===== src/rtl/errcap_pkg.sv =====
package errcap_pkg;
  localparam int REG_W   = 32;
  localparam int NUM_ERR = 10;
  localparam int ERR_LSB = REG_W - NUM_ERR;
  localparam int IDX_W   = $clog2(NUM_ERR);

  // lines that exist; line 7 (bit 29) is not implemented
  localparam logic [NUM_ERR-1:0] IMPL_MASK  = 10'b11_0111_1111;
  // error classes by line index
  localparam logic [NUM_ERR-1:0] CLASS_ALL  = 10'b11_0100_0000;
  localparam logic [NUM_ERR-1:0] CLASS_ADDR = 10'b00_0000_0100;

  typedef enum logic [2:0] {
    SEL_DETECT = 3'd0,
    SEL_ENABLE = 3'd1,
    SEL_ADDR   = 3'd2,
    SEL_DEVID  = 3'd3,
    SEL_CTRL   = 3'd4
  } regSel_e;

  typedef struct packed {
    logic loadAddr;
    logic loadDest;
    logic loadSrc;
    logic loadCtrl;
  } capStrobe_t;
endpackage


===== src/rtl/errcap_ctrl.sv =====
module errcap_ctrl
  import errcap_pkg::*;
(
  input  logic               clk,
  input  logic               rstN,
  input  logic [NUM_ERR-1:0] errPulse,
  input  logic               wrDetect,
  input  logic               wrEnable,
  input  logic [NUM_ERR-1:0] wrField,
  output logic [NUM_ERR-1:0] detectQ,
  output logic [NUM_ERR-1:0] enableQ,
  output logic               lockQ,
  output capStrobe_t         strobe,
  output logic               irq
);
  logic [NUM_ERR-1:0] pulseLegal;
  logic [NUM_ERR-1:0] detectD;
  logic [NUM_ERR-1:0] enableD;
  logic [NUM_ERR-1:0] hits;
  logic [IDX_W-1:0]   topIdx;
  logic               captureNow;
  logic               lockD;

  assign pulseLegal = errPulse & IMPL_MASK;
  assign detectD    = (wrDetect ? (wrField & IMPL_MASK) : detectQ) | pulseLegal;
  assign enableD    = wrEnable ? (wrField & IMPL_MASK) : enableQ;
  assign hits       = pulseLegal & enableQ;
  assign captureNow = !lockQ && (|hits);

  // highest-numbered enabled line wins
  always_comb begin
    topIdx = '0;
    for (int k = 0; k < NUM_ERR; k++) begin
      if (hits[k]) topIdx = IDX_W'(k);
    end
  end

  always_comb begin
    strobe = '0;
    if (captureNow) begin
      if (CLASS_ALL[topIdx]) begin
        strobe = '{loadAddr: 1'b1, loadDest: 1'b1, loadSrc: 1'b1, loadCtrl: 1'b1};
      end else if (CLASS_ADDR[topIdx]) begin
        strobe = '{loadAddr: 1'b1, loadDest: 1'b1, loadSrc: 1'b0, loadCtrl: 1'b0};
      end else begin
        strobe = '{loadAddr: 1'b0, loadDest: 1'b1, loadSrc: 1'b1, loadCtrl: 1'b1};
      end
    end
  end

  always_comb begin
    if (captureNow)          lockD = 1'b1;
    else if (detectD == '0)  lockD = 1'b0;
    else                     lockD = lockQ;
  end

  always_ff @(posedge clk) begin
    if (!rstN) begin
      detectQ <= '0;
      enableQ <= '0;
      lockQ   <= 1'b0;
    end else begin
      detectQ <= detectD;
      enableQ <= enableD;
      lockQ   <= lockD;
    end
  end

  assign irq = |(detectQ & enableQ);
endmodule


===== src/rtl/errcap_dpath.sv =====
module errcap_dpath
  import errcap_pkg::*;
#(
  parameter int ADDR_W  = 29,
  parameter int XADDR_W = 2,
  parameter int ID_W    = 16,
  parameter bit WIDE_ID = 1'b1
) (
  input  logic               clk,
  input  logic               rstN,
  input  capStrobe_t         strobe,
  input  logic [ADDR_W-1:0]  pktAddr,
  input  logic [XADDR_W-1:0] pktXaddr,
  input  logic [ID_W-1:0]    pktDestId,
  input  logic [ID_W-1:0]    pktSrcId,
  input  logic [3:0]         pktFtype,
  input  logic [3:0]         pktTtype,
  input  logic [7:0]         pktMsgInfo,
  output logic [REG_W-1:0]   capAddr,
  output logic [REG_W-1:0]   capDev,
  output logic [REG_W-1:0]   capCtrl
);
  localparam int HALF_W = ID_W / 2;
  localparam int PAD_W  = REG_W - ADDR_W - XADDR_W;
  localparam int CTRL_W = 16;

  logic [ADDR_W-1:0]  addrQ;
  logic [XADDR_W-1:0] xaddrQ;
  logic [HALF_W-1:0]  destLoQ, srcLoQ;
  logic [HALF_W-1:0]  destHi, srcHi;
  logic [3:0]         ftypeQ, ttypeQ;
  logic [7:0]         msgQ;

  always_ff @(posedge clk) begin
    if (!rstN) begin
      addrQ   <= '0;
      xaddrQ  <= '0;
      destLoQ <= '0;
      srcLoQ  <= '0;
      ftypeQ  <= '0;
      ttypeQ  <= '0;
      msgQ    <= '0;
    end else begin
      if (strobe.loadAddr) begin
        addrQ  <= pktAddr;
        xaddrQ <= pktXaddr;
      end
      if (strobe.loadDest) destLoQ <= pktDestId[HALF_W-1:0];
      if (strobe.loadSrc)  srcLoQ  <= pktSrcId[HALF_W-1:0];
      if (strobe.loadCtrl) begin
        ftypeQ <= pktFtype;
        ttypeQ <= pktTtype;
        msgQ   <= pktMsgInfo;
      end
    end
  end

  generate
    if (WIDE_ID) begin : g_wideId
      logic [HALF_W-1:0] destHiQ, srcHiQ;
      always_ff @(posedge clk) begin
        if (!rstN) begin
          destHiQ <= '0;
          srcHiQ  <= '0;
        end else begin
          if (strobe.loadDest) destHiQ <= pktDestId[ID_W-1:HALF_W];
          if (strobe.loadSrc)  srcHiQ  <= pktSrcId[ID_W-1:HALF_W];
        end
      end
      assign destHi = destHiQ;
      assign srcHi  = srcHiQ;
    end else begin : g_narrowId
      assign destHi = '0;
      assign srcHi  = '0;
    end
  endgenerate

  assign capAddr = {addrQ, {PAD_W{1'b0}}, xaddrQ};
  assign capDev  = {destHi, destLoQ, srcHi, srcLoQ};
  assign capCtrl = {ftypeQ, ttypeQ, msgQ, {CTRL_W{1'b0}}};
endmodule


===== src/rtl/errcap_top.sv =====
module errcap_top
  import errcap_pkg::*;
#(
  parameter int ADDR_W  = 29,
  parameter int XADDR_W = 2,
  parameter int ID_W    = 16,
  parameter bit WIDE_ID = 1'b1
) (
  input  logic                clk,
  input  logic                rstN,
  input  logic [NUM_ERR-1:0]  errPulse,
  input  logic [ADDR_W-1:0]   pktAddr,
  input  logic [XADDR_W-1:0]  pktXaddr,
  input  logic [ID_W-1:0]     pktDestId,
  input  logic [ID_W-1:0]     pktSrcId,
  input  logic [3:0]          pktFtype,
  input  logic [3:0]          pktTtype,
  input  logic [7:0]          pktMsgInfo,
  input  logic [2:0]          regSel,
  input  logic                regWrEn,
  input  logic [REG_W-1:0]    regWrData,
  output logic [REG_W-1:0]    regRdData,
  output logic                mntIrq
);
  logic [NUM_ERR-1:0] detectQ;
  logic [NUM_ERR-1:0] enableQ;
  logic               lockQ;
  capStrobe_t         strobe;
  logic [REG_W-1:0]   capAddr, capDev, capCtrl;
  logic               wrDetect, wrEnable;

  assign wrDetect = regWrEn && (regSel == SEL_DETECT);
  assign wrEnable = regWrEn && (regSel == SEL_ENABLE);

  errcap_ctrl u_ctrl (
    .clk      (clk),
    .rstN     (rstN),
    .errPulse (errPulse),
    .wrDetect (wrDetect),
    .wrEnable (wrEnable),
    .wrField  (regWrData[REG_W-1:ERR_LSB]),
    .detectQ  (detectQ),
    .enableQ  (enableQ),
    .lockQ    (lockQ),
    .strobe   (strobe),
    .irq      (mntIrq)
  );

  errcap_dpath #(
    .ADDR_W  (ADDR_W),
    .XADDR_W (XADDR_W),
    .ID_W    (ID_W),
    .WIDE_ID (WIDE_ID)
  ) u_dpath (
    .clk        (clk),
    .rstN       (rstN),
    .strobe     (strobe),
    .pktAddr    (pktAddr),
    .pktXaddr   (pktXaddr),
    .pktDestId  (pktDestId),
    .pktSrcId   (pktSrcId),
    .pktFtype   (pktFtype),
    .pktTtype   (pktTtype),
    .pktMsgInfo (pktMsgInfo),
    .capAddr    (capAddr),
    .capDev     (capDev),
    .capCtrl    (capCtrl)
  );

  always_comb begin
    case (regSel)
      SEL_DETECT: regRdData = {detectQ, {ERR_LSB{1'b0}}};
      SEL_ENABLE: regRdData = {enableQ, {ERR_LSB{1'b0}}};
      SEL_ADDR:   regRdData = capAddr;
      SEL_DEVID:  regRdData = capDev;
      SEL_CTRL:   regRdData = capCtrl;
      default:    regRdData = '0;
    endcase
  end
endmodule


===== config.mk =====
export PLATFORM = sky130hd
export DESIGN_NAME = errcap_top
export DESIGN_NICKNAME = d
export VERILOG_FILES = /design/src/rtl/errcap_pkg.sv /design/src/rtl/errcap_ctrl.sv /design/src/rtl/errcap_dpath.sv /design/src/rtl/errcap_top.sv
export SDC_FILE = /design/constraint.sdc
export NUM_CORES = 1
export LEC_CHECK = 0
export BUFFER_PORTS_ARGS = -buffer_cell sky130_fd_sc_hd__buf_2
export CAP_MARGIN = 20
export CORE_AREA = 3 3 115 90
export CTS_BUF_LIST = sky130_fd_sc_hd__clkbuf_2 sky130_fd_sc_hd__clkbuf_4 sky130_fd_sc_hd__clkbuf_8
export DETAILED_ROUTE_END_ITERATION = 8
export DIE_AREA = 0 0 118 93
export PLACE_DENSITY = 0.82
export SLEW_MARGIN = 25
export SYNTH_ARGS = -nofsm -noshare
export SYNTH_HDL_FRONTEND = slang
export SYNTH_SLANG_ARGS = --single-unit

===== constraint.sdc =====
create_clock -name clk -period 2.65 [get_ports clk]
set_clock_uncertainty 0.1 [all_clocks]
set_input_delay 0.53 -clock clk [delete_from_list [all_inputs] [get_ports clk]]
set_output_delay 0.53 -clock clk [all_outputs]
set_load 0.005 [all_outputs]

-- Word level (Yosys, flattened, before mapping)
Memories as Yosys holds them, arrays and structs flattened.
Cells that the tools add are included.
- register bits after elaboration: 99
- memory bits (read-only): 32
- bits of input ports: 127
- output and inout port bits: 33
- memories: 2
- memory list (memory ; words ; width ; rd ports ; clocked after Yosys merged registers in ; wr ports ; line ; RTL):
    (no name shown) ; 16 ; 1 ; 1 ; 0 ; 0 ; errcap_ctrl.sv:41 ; if (CLASS_ALL[topIdx]) begin
    (no name shown) ; 16 ; 1 ; 1 ; 0 ; 0 ; errcap_ctrl.sv:43 ; end else if (CLASS_ADDR[topIdx]) begin
- $lt $le $gt $ge: 1
- equal/unequal tests: 4
- multiplexer cells: 18
- bitwise logic cells: 3
- reduce and logical (&&, ||, !) cells: 9
- operators by type and width (operator ; number):
    32-bit case mux with 5 select lines ; 1
    4-bit two-way mux ; 11
    10-bit AND ; 2
    10-bit OR reduction ; 2
    10-bit zero test ; 1
    10-bit two-way mux ; 1
    10-bit OR ; 1
    3-bit by 2-bit equality test with 1-bit output, second input constant ; 2
    4-bit by 5-bit < comparator with 1-bit output, second input constant ; 1
    1-bit two-way mux ; 5
    3-bit by 1-bit equality test with 1-bit output, second input constant ; 1
    3-bit equality test, second input constant ; 1
    1-bit logical AND ; 3
    3-bit zero test ; 1
    2-bit nonzero test ; 1
    1-bit zero test ; 1

-- Depth between registers and ports, before layout
Gate-level depths: netlist of run 1.
- depth after elaboration: 15
- gate-level depth with buffers: 7
- gate-level depth less buffers: 5

-- By module
From an unflattened synthesis of run 1, not the netlist that was laid out.
- cell total of the unflattened synthesis: 501
- area total of the unflattened synthesis: 5201.2 um^2
- modules (own cells, without submodules) (module ; instances ; cells an instance ; area an instance (um^2) ; sequential area each (um^2)):
    errcap_dpath ; 1 ; 273 ; 3206.8 ; 1581.5
    errcap_ctrl ; 1 ; 101 ; 1012.2 ; 400.4
    errcap_top ; 1 ; 127 ; 982.2 ; 0.0

-- Least setup slack after synthesis of run 1
Ideal clock, no wire load.
- path kind: in2out
- from: input port regSel[0]
- to: output port regRdData[16]
- arrival time: 1.543 ns
- data required time: 2.020 ns
- path slack: 0.477 ns
- stages: 7
- path through: buf_2 > nor2b_1 > clkbuf_1 > and2_0 > clkbuf_1 > nand2_1 > o21ai_0
- longest elaborated chain between the ends: 2
- elaborated cells between the ends (all ways): 6
- classes of those cells: eq/ne (4); mux (1); reduce/logical (1)
- RTL lines (element ; line ; RTL):
    start: declaration ; errcap_top.sv:19 ; input logic [2:0] regSel,
    3-bit equality test, or another cell as far along ; errcap_top.sv:71 ; case (regSel)
    32-bit case mux with 5 select lines (*) ; errcap_top.sv:71 ;
    end: declaration ; errcap_top.sv:22 ; output logic [REG_W-1:0] regRdData,
Every way passes the cells marked *; elsewhere a longest branch is shown, timed or not.

-- Final worst setup path of run 1
- from: input port regSel[0]
- to: output port regRdData[23]
The elaborated chain is that of the path after synthesis.

==> results of run 1 <==
through the flow:
step	setup slack, ns	std cells	instance area (µm²)
floorplan	0.477	571	4880
global placement	0.302	811	5600
detailed placement	0.287	811	5600
CTS	0.292	827	5830
global route	0.148	827	5830
finish	0.266	827	5830
state kept, by name, indices dropped and copies added, names as in the netlist:
signal,flops
u_ctrl.enableQ,9
u_dpath.destLoQ,8
u_ctrl.lockQ,1
u_dpath.msgQ,8
u_ctrl.detectQ,10
u_dpath.addrQ,29
u_dpath.g_wideId.srcHiQ,8
u_dpath.ftypeQ,4
u_dpath.ttypeQ,4
u_dpath.xaddrQ,2
u_dpath.srcLoQ,8
u_dpath.destHi,8
cell type report:
class | count | area [µm²]
Multi-Input combinational cell | 427 | 2580
Timing Repair Buffer | 152 | 868
Sequential cell | 99 | 1980
Fill cell | 852 | 3600
Tap cell | 132 | 165
Clock inverter | 5 | 86.3
Clock buffer | 11 | 139
Inverter | 1 | 3.75
how the worst max path moves through the flow:
stage | endpoint | slack (ns) | cells past startpoint
6_report | regRdData[23] | 0.27 | 5
5_1_grt | regRdData[24] | 0.15 | 5
4_1_cts | regRdData[23] | 0.29 | 5
3_5_place_dp | regRdData[23] | 0.29 | 5
3_3_place_gp | regRdData[31] | 0.30 | 5
2_1_floorplan | regRdData[16] | 0.48 | 7
cell usage in the layout, fill, tap and decap left out, types with 5 or more instances in the layout:
| master | Yosys | final |
|---|---|---|
| sky130_fd_sc_hd__a21oi_1 | 11 | 10 |
| sky130_fd_sc_hd__o21ai_0 | 25 | 25 |
| sky130_fd_sc_hd__clkbuf_8 | 8 | 9 |
| sky130_fd_sc_hd__buf_2 | 8 | 134 |
| sky130_fd_sc_hd__buf_12 | 3 | 5 |
| sky130_fd_sc_hd__nand2_1 | 173 | 173 |
| sky130_fd_sc_hd__nand3_1 | 20 | 20 |
| sky130_fd_sc_hd__buf_4 | 3 | 13 |
| sky130_fd_sc_hd__a22oi_1 | 12 | 12 |
| sky130_fd_sc_hd__mux2_2 | 9 | 9 |
| sky130_fd_sc_hd__mux2i_1 | 95 | 95 |
| sky130_fd_sc_hd__nor4_1 | 5 | 5 |
| sky130_fd_sc_hd__a21boi_0 | 9 | 9 |
| sky130_fd_sc_hd__nor2_1 | 31 | 31 |
| sky130_fd_sc_hd__o22ai_1 | 9 | 9 |
| sky130_fd_sc_hd__dfxtp_1 | 99 | 99 |
| sky130_fd_sc_hd__o21a_1 | 9 | 9 |
worst min-delay path, cell delays in order:
cell,delay [ns]
sky130_fd_sc_hd__buf_2,0.08
sky130_fd_sc_hd__nand3_1,0.05
sky130_fd_sc_hd__o21ai_0,0.06
power groups by stage:
stage	registers, W	logic, W	clock network [W]
finish	0.00161	0.000445	0.00109
detailed placement	0.00164	0.000442	0
global route	0.00162	0.000489	0.00119
CTS	0.00161	0.000444	0.00111
global placement	0.00164	0.000431	0
floorplan	0.00163	0.000298	0
metal layers:
metal / track usage (%) / share of wire (%) / vias to the layer above
met5: 0 / 0 / -
met4: 4.78 / 0.57 / 0
met3: 6.71 / 7.4 / 12
met2: 37.3 / 45 / 174
met1: 31.9 / 47 / 2043
li1: - / - / 2177
cells by family (layout without fill, tap and decap cells):
group | count (synthesis) | after routing
flip-flops | 99 | 99
AND/OR/NAND/NOR | 241 | 241
multiplexers | 104 | 104
AO/OA/AOI/OAI | 82 | 82
buffers and inverters | 45 | 169
==> reports/results.md, run 1 <==
| Group | Quantity | Value |
| --- | --- | --- |
| run status | Status | finished clean |
| detailed routing | Avg Vias per Cell | 5.33 |
| cells and area | N_diodes | 0 |
| timing | Period utilization | 90.0% |
| synthesis | Leading cell types by total area after synthesis | sky130_fd_sc_hd__dfxtp_1 41%, sky130_fd_sc_hd__mux2i_1 19%, sky130_fd_sc_hd__nand2_1 13% |
| floorplanning | Number of top-level design ports | 160 |
| synthesis | Xor/xnor cell area share of the yosys netlist | 0% |
| setup path | Worst setup path startpoint | regSel[0] |
| setup path | Max incr delay on CP | 0.50 ns |
| synthesis | Number of warnings issued by yosys | 0 |
| setup path | Setup slack of the worst register-to-register path | 0.75 ns |
| setup path | Startpoint type of the worst setup path | primary input |
| timing | Final setup violation count | 0 |
| timing | Minimum clock period after layout | 2.38 ns |
| floorplanning | Chip width | 118 µm |
| power | Internal power summed over all cells | 0.00233 W |
| setup path | WS Path Type | in -> out |
| synthesis | Number of different library cells in the post-synthesis netlist | 37 |
| timing | Transition time at the pin with the least slew margin | 0.571 ns |
| clock tree | Clock sink count | 99 |
| detailed routing | Mean routed wirelength per cell | 15.4 µm |
| cells and area | Share of layout cells above drive strength 1 | 26.2% |
| power | Relative contribution of the clock network to total power | 34.6% |
| synthesis | Mapped cell area | 4880 µm² |
| detailed routing | DRC violations left | 0 |
| synthesis | Complex-gate fraction of the synthesized area | 10.8% |
| synthesis | Share of synthesized registers carrying an async set or reset | 0% |
| setup path | Cells traversed along the worst timing path | buf_2 > nor2_1 > a21oi_1 > o22ai_1 > buf_2 |
| floorplanning | Std-Cell Rows | 31 |
| timing | Worst max-slew margin expressed relative to the limit | 61.8% |
| timing | Final Hold Viols | 0 |
| clock tree | Level count of the clock H-tree | 3 |
| floorplanning | Starting Density | 51.8% |
| timing | RSZ-0062 raised after global routing | false |
| synthesis | Number of enable flip-flop cells after synthesis | 0 |
| clock tree | Post-CTS Setup Repair Bufs | 0 |
| placed design | Final GP Congestion | 0.907 |
| clock tree | Cts bufs inserted | 9 |
| setup path | Max FO, Critical Path | 15 |
| floorplanning | Total die area | 11000 µm² |
| grt | Maximum number of pins on one net before global-route repair | 45 |
| clock tree | TritonCTS clock tree | built |
| detailed routing | Total number of vias | 4406 |
| timing | Top achievable clock speed | 0.419 GHz |
| detailed routing | Number of routed nets with antenna violations | 0 |
| worst hold path | Hold Startpoint | pktDestId[10] |
| detailed routing | DRT iter0 DRCs | 364 |
| setup path | Crit. End Element | output port |
| power | Pwr dens | 540 nW/µm² |
| setup path | Slowest stage cell on the critical path | sky130_fd_sc_hd__nor2_1 |
| setup path | Worst endpoint data arrival time | 1.75 ns |
| worst hold path | Endpoint with the worst hold slack | u_dpath.destHi[2] |
| power | Overall power after layout | 0.00315 W |
| grt | Number of global-route vias before repair | 4297 |
| power | NetSw | 0.000819 W |
| synthesis | Count of mapped cells out of synthesis | 571 |
| grt | Remaining Overflow, GRT | 0 |
| cells and area | Final cell utilization of the core | 61.8% |
| clock tree | Clock transition time at the flip-flop clock pins of the worst setup and hold paths | 0.09 ns |
| detailed routing | Routed wire length | 12.7 mm |
| placed design | Number of buffer cells added on primary ports | 135 |
| synthesis | Top-count cell post-synth | sky130_fd_sc_hd__nand2_1 |
| grt | Antenna violations before repair | 0 |
| power | Proportion of power drawn by flip-flops and latches | 51.2% |
| setup path | CP bufs+invs | 2 |
| synthesis | Flops & latches, synth | 99 |
| synthesis | Nets in the synthesized netlist | 698 |
| grt | GRT Util Overall | 23.4% |
| synthesis | Most instantiated cells after synthesis | 173 x sky130_fd_sc_hd__nand2_1, 99 x sky130_fd_sc_hd__dfxtp_1, 95 x sky130_fd_sc_hd__mux2i_1, 31 x sky130_fd_sc_hd__nor2_1, 25 x sky130_fd_sc_hd__o21ai_0 |
| worst hold path | Type of the worst min-delay path | in -> reg |
| setup path | Cell type group with the largest total delay on the critical path | simple AND/OR/NAND/NOR gates |
| synthesis | Cell type contributing the most total cell area after synthesis | sky130_fd_sc_hd__dfxtp_1 |
| synthesis | Adder-cell area share of the yosys netlist | 0% |
| synthesis | Post-Synthesis Mean Instance Area | 8.55 µm² |
| power | Switching power as a share of total power | 26.1% |
| clock tree | Maximum clock path buffer count | 2 |
| synthesis | Portion of netlist area occupied by mux cells | 21.6% |
| clock tree | Buffer cell driving the clock tree root | sky130_fd_sc_hd__clkbuf_8 |
| detailed routing | First-pass DRT Iterations | 5 |
| power | Worst vdd ir | 0.329 mV |
| worst hold path | Hold Path Stages | 3 |
| synthesis | Most frequently used flop master after synthesis | sky130_fd_sc_hd__dfxtp_1 |
| cells and area | Final net count | 817 |
| power | Leakage power of the design | 2.42 nW |
| setup path | Startpoint of the worst register-to-register path | u_ctrl.enableQ[6] |
| clock tree | Cts repair resizes | 0 |
| synthesis | Sequential fraction of the synthesis area | 40.6% |
| floorplanning | Chip height | 93 µm |
| floorplanning | Core area | 9430 µm² |
| timing | Max Transition Viols Final | 0 |
| setup path | Capture instance of the worst register-to-register path | u_dpath.g_wideId.srcHiQ[5] |
| clock tree | CTS hold repair buffers | 0 |
| setup path | Required time reported for the critical path endpoint | 2.02 ns |
| grt | Wire length of the first global-routing pass | 20.8 mm |
| synthesis | Dominant combinational cell family by area after synthesis | multiplexers |
| placed design | Dpl hpwl | 9.28 mm |
| setup path | Worst Reg2Reg Path Length in Cells | 6 |
| cells and area | Synth-to-layout area growth | 19.4% |
| synthesis | Yosys top cell area share | 40.6% |
| power | Power share of the combinational group | 14.2% |
| setup path | CP most frequent cell | sky130_fd_sc_hd__buf_2 |
| flow run | Number of violations of the max-capacitance limit | 0 |
| timing | Final TNS setup | 0 ns |
| synthesis | Basic-gate share of the synthesized area counting and, or, nand and nor cells | 20.3% |
| clock tree | Clock latency at the later pin of the worst-skew pair | 0.36 ns |
| timing | Worst hold slack | 0.283 ns |
No activity file was read; power rests on OpenSTA's default activity.
==> run 2: changes to the inputs <==
PLACE_DENSITY = 0.81   (was 0.82)
==> run 2 against run 1 <==
Non-clock buffer count is 3 higher. Critical path depth stayed put. Cell count up 0.36%. Via count is 1.3% higher. Sequential share of layout area down 0.25 points. Highest routed layer unchanged. Utilization is 0.45 points higher. Critical path type unchanged. Wire length up 1.4%. Register-to-register slack got worse by 0.14 ns. Sequential cell count stayed put. Maximum frequency down 0.13%. Die area is the same. Largest cell class unchanged.
==> reports/results.md, run 2 (synthesis gave the netlist of run 1 again) <==
| Group | Quantity | Value |
| --- | --- | --- |
| cells and area | Share of layout cells above drive strength 1 | 26.5% |
| grt | M2 GR Usage | 36.0% |
| grt | Fraction of met1 tracks used by global routing | 32.0% |
| floorplanning | Std-Cell Rows | 31 |
| clock tree | Maximum clock path buffer count | 2 |
| clock tree | TritonCTS clock tree | built |
| timing | Min setup slack post-route | 0.263 ns |
| grt | Layer with the highest usage after global routing | met2 |
| detailed routing | Routed wire length | 12.9 mm |
| setup path | Cells traversed along the worst timing path | buf_2 > nor2_1 > a21oi_1 > o22ai_1 > buf_2 |
| detailed routing | Total number of vias | 4464 |
| setup path | Crit. End Element | output port |
| setup path | Max FO, Critical Path | 16 |
| grt | Remaining Overflow, GRT | 0 |
| grt | Number of global-route vias before repair | 4224 |
| setup path | Required time reported for the critical path endpoint | 2.02 ns |
| timing | Top achievable clock speed | 0.419 GHz |
| grt | Wire length of the first global-routing pass | 20.8 mm |
| detailed routing | Mean routed wirelength per cell | 15.5 µm |
| detailed routing | Avg Vias per Cell | 5.38 |
| timing | RSZ-0062 raised after global routing | false |
| detailed routing | First-pass DRT Iterations | 5 |
| clock tree | Cts bufs inserted | 9 |
| cells and area | Registers with the highest flip-flop counts | u_dpath.addrQ x29, u_ctrl.detectQ x10, u_ctrl.enableQ x9 |
| timing | Worst hold slack | 0.268 ns |
| cells and area | Synth-to-layout area growth | 20.2% |
| cells and area | N_diodes | 0 |
| detailed routing | Number of routed nets with antenna violations | 0 |
| cells and area | Final net count | 820 |
| floorplanning | Chip height | 93 µm |
| setup path | CP most frequent cell | sky130_fd_sc_hd__buf_2 |
| worst hold path | Type of the worst min-delay path | in -> reg |
| cells and area | Final Instance Count excl. Fillers | 830 |
| setup path | WS Path Type | in -> out |
| grt | GRT Util Overall | 23.3% |
| grt | Antenna violations before repair | 0 |
| timing | Worst max-slew margin expressed relative to the limit | 55.6% |
| clock tree | Clock transition time at the flip-flop clock pins of the worst setup and hold paths | 0.10 ns |
| clock tree | Clock sink count | 99 |
| power | Worst vdd ir | 0.314 mV |
| run status | Status | finished clean |
| clock tree | CTS hold repair buffers | 0 |
| timing | Transition time at the pin with the least slew margin | 0.667 ns |
| grt | Global-route track usage on met3 | 6.71% |
| placed design | Final GP Congestion | 0.875 |
| clock tree | Buffer cell driving the clock tree root | sky130_fd_sc_hd__clkbuf_8 |
| clock tree | Level count of the clock H-tree | 3 |
| power | Pwr dens | 556 nW/µm² |
| setup path | Slowest stage cell on the critical path | sky130_fd_sc_hd__nor2_1 |
| timing | Max Transition Viols Final | 0 |
| timing | Minimum clock period after layout | 2.39 ns |
| placed design | Dpl hpwl | 9.10 mm |
| setup path | Max incr delay on CP | 0.49 ns |
| placed design | Pre-CTS setup slack | -0.0126 ns |
| placed design | Number of buffer cells added on primary ports | 135 |
| clock tree | Post-CTS Setup Repair Bufs | 0 |
| cells and area | Top reg by flops | u_dpath.addrQ |
| timing | Period utilization | 90.1% |
| setup path | Worst endpoint data arrival time | 1.76 ns |
| floorplanning | Core area | 9430 µm² |
| cells and area | Max reg flops | 29 |
| flow run | Number of violations of the max-capacitance limit | 0 |
| floorplanning | Starting Density | 51.8% |
| timing | Final setup violation count | 0 |
| grt | Maximum number of pins on one net before global-route repair | 179 |
| floorplanning | Total die area | 11000 µm² |
| placed design | Dpl cells | 813 |
| detailed routing | DRC violations left | 0 |
| cells and area | Most frequent standard cell in the layout excluding fill and tap cells | sky130_fd_sc_hd__nand2_1 |
| setup path | Startpoint of the worst register-to-register path | u_ctrl.enableQ[0] |
| cells and area | Top library cells by usage in the layout, fill and taps aside | 173 x sky130_fd_sc_hd__nand2_1, 134 x sky130_fd_sc_hd__buf_2, 99 x sky130_fd_sc_hd__dfxtp_1 |
| setup path | Startpoint type of the worst setup path | primary input |
| clock tree | Cts repair resizes | 0 |
| floorplanning | Number of top-level design ports | 160 |
| cells and area | Fill cell total of the finished layout | 845 |
| clock tree | Clock latency at the later pin of the worst-skew pair | 0.38 ns |
| timing | Final Hold Viols | 0 |
| worst hold path | Hold Startpoint | pktDestId[10] |
| power | Leakage power of the design | 2.44 nW |
| setup path | Worst setup path startpoint | regSel[1] |
| floorplanning | Chip width | 118 µm |
| detailed routing | DRT iter0 DRCs | 438 |
==> run 2: cell types whose count changed in the layout (fill, tap and decap cells not counted), sizes merged <==
cell / delta
clkinv: -2
clkbuf: +1
bufinv: +1
buf: +3
clkinvlp: +1
inv: -1
==> run 2: through the flow <==
step / total power (W) / instance area [µm²] / setup TNS [ns] / util [%]
detailed placement: 0.00208 / 5590 / -0.0162 / 59.3
global route: 0.00339 / 5870 / 0 / 62.3
global placement: 0.00207 / 5590 / 0 / 59.3
finish: 0.00326 / 5870 / 0 / 62.3
CTS: 0.00327 / 5840 / 0 / 62.0
floorplan: 0.00192 / 4880 / 0 / -
==> run 2: path summary, 6_finish.rpt <==
check             slack, ns                end  cells after the start
setup / recovery       0.26      regRdData[22]                      5
hold / removal         0.27  u_dpath.destHi[2]                      3
setup reg to reg       0.61  u_dpath.srcLoQ[7]                      6
hold reg to reg        0.36    u_dpath.msgQ[2]                      2
==> run 2: worst max-delay path, delay by kind of cell <==
| kind | cells | cell delay, ns |
|---|---|---|
| AO/OA/AOI/OAI | 2 | 0.37 |
| buffers and inverters | 2 | 0.36 |
| AND/OR/NAND/NOR | 1 | 0.49 |
==> run 2: area by class of cell <==
type / count / area, µm² / area share [%]
clock inverters: 4 / 97.6 / 1.66
multi-input cells: 427 / 2580 / 44.0
well taps: 132 / 165 / 2.81
inverters: 1 / 3.75 / 0.0640
clock buffers: 12 / 153 / 2.60
flip-flops and latches: 99 / 1980 / 33.8
repair buffers: 155 / 886 / 15.1
==> run 2: power by group <==
part	internal, W	total, W	switching [W]
clock	0.000675	0.00120	0.000528
combinational	0.000210	0.000449	0.000239
sequential	0.00156	0.00161	0.0000528
==> run 2: routing by layer <==
| layer | up-vias | part of all wire (%) |
|---|---|---|
| li1 | 2187 | - |
| met1 | 2087 | 46 |
| met2 | 178 | 45 |
| met3 | 12 | 8.4 |
| met4 | 0 | 1.1 |
| met5 | - | 0 |
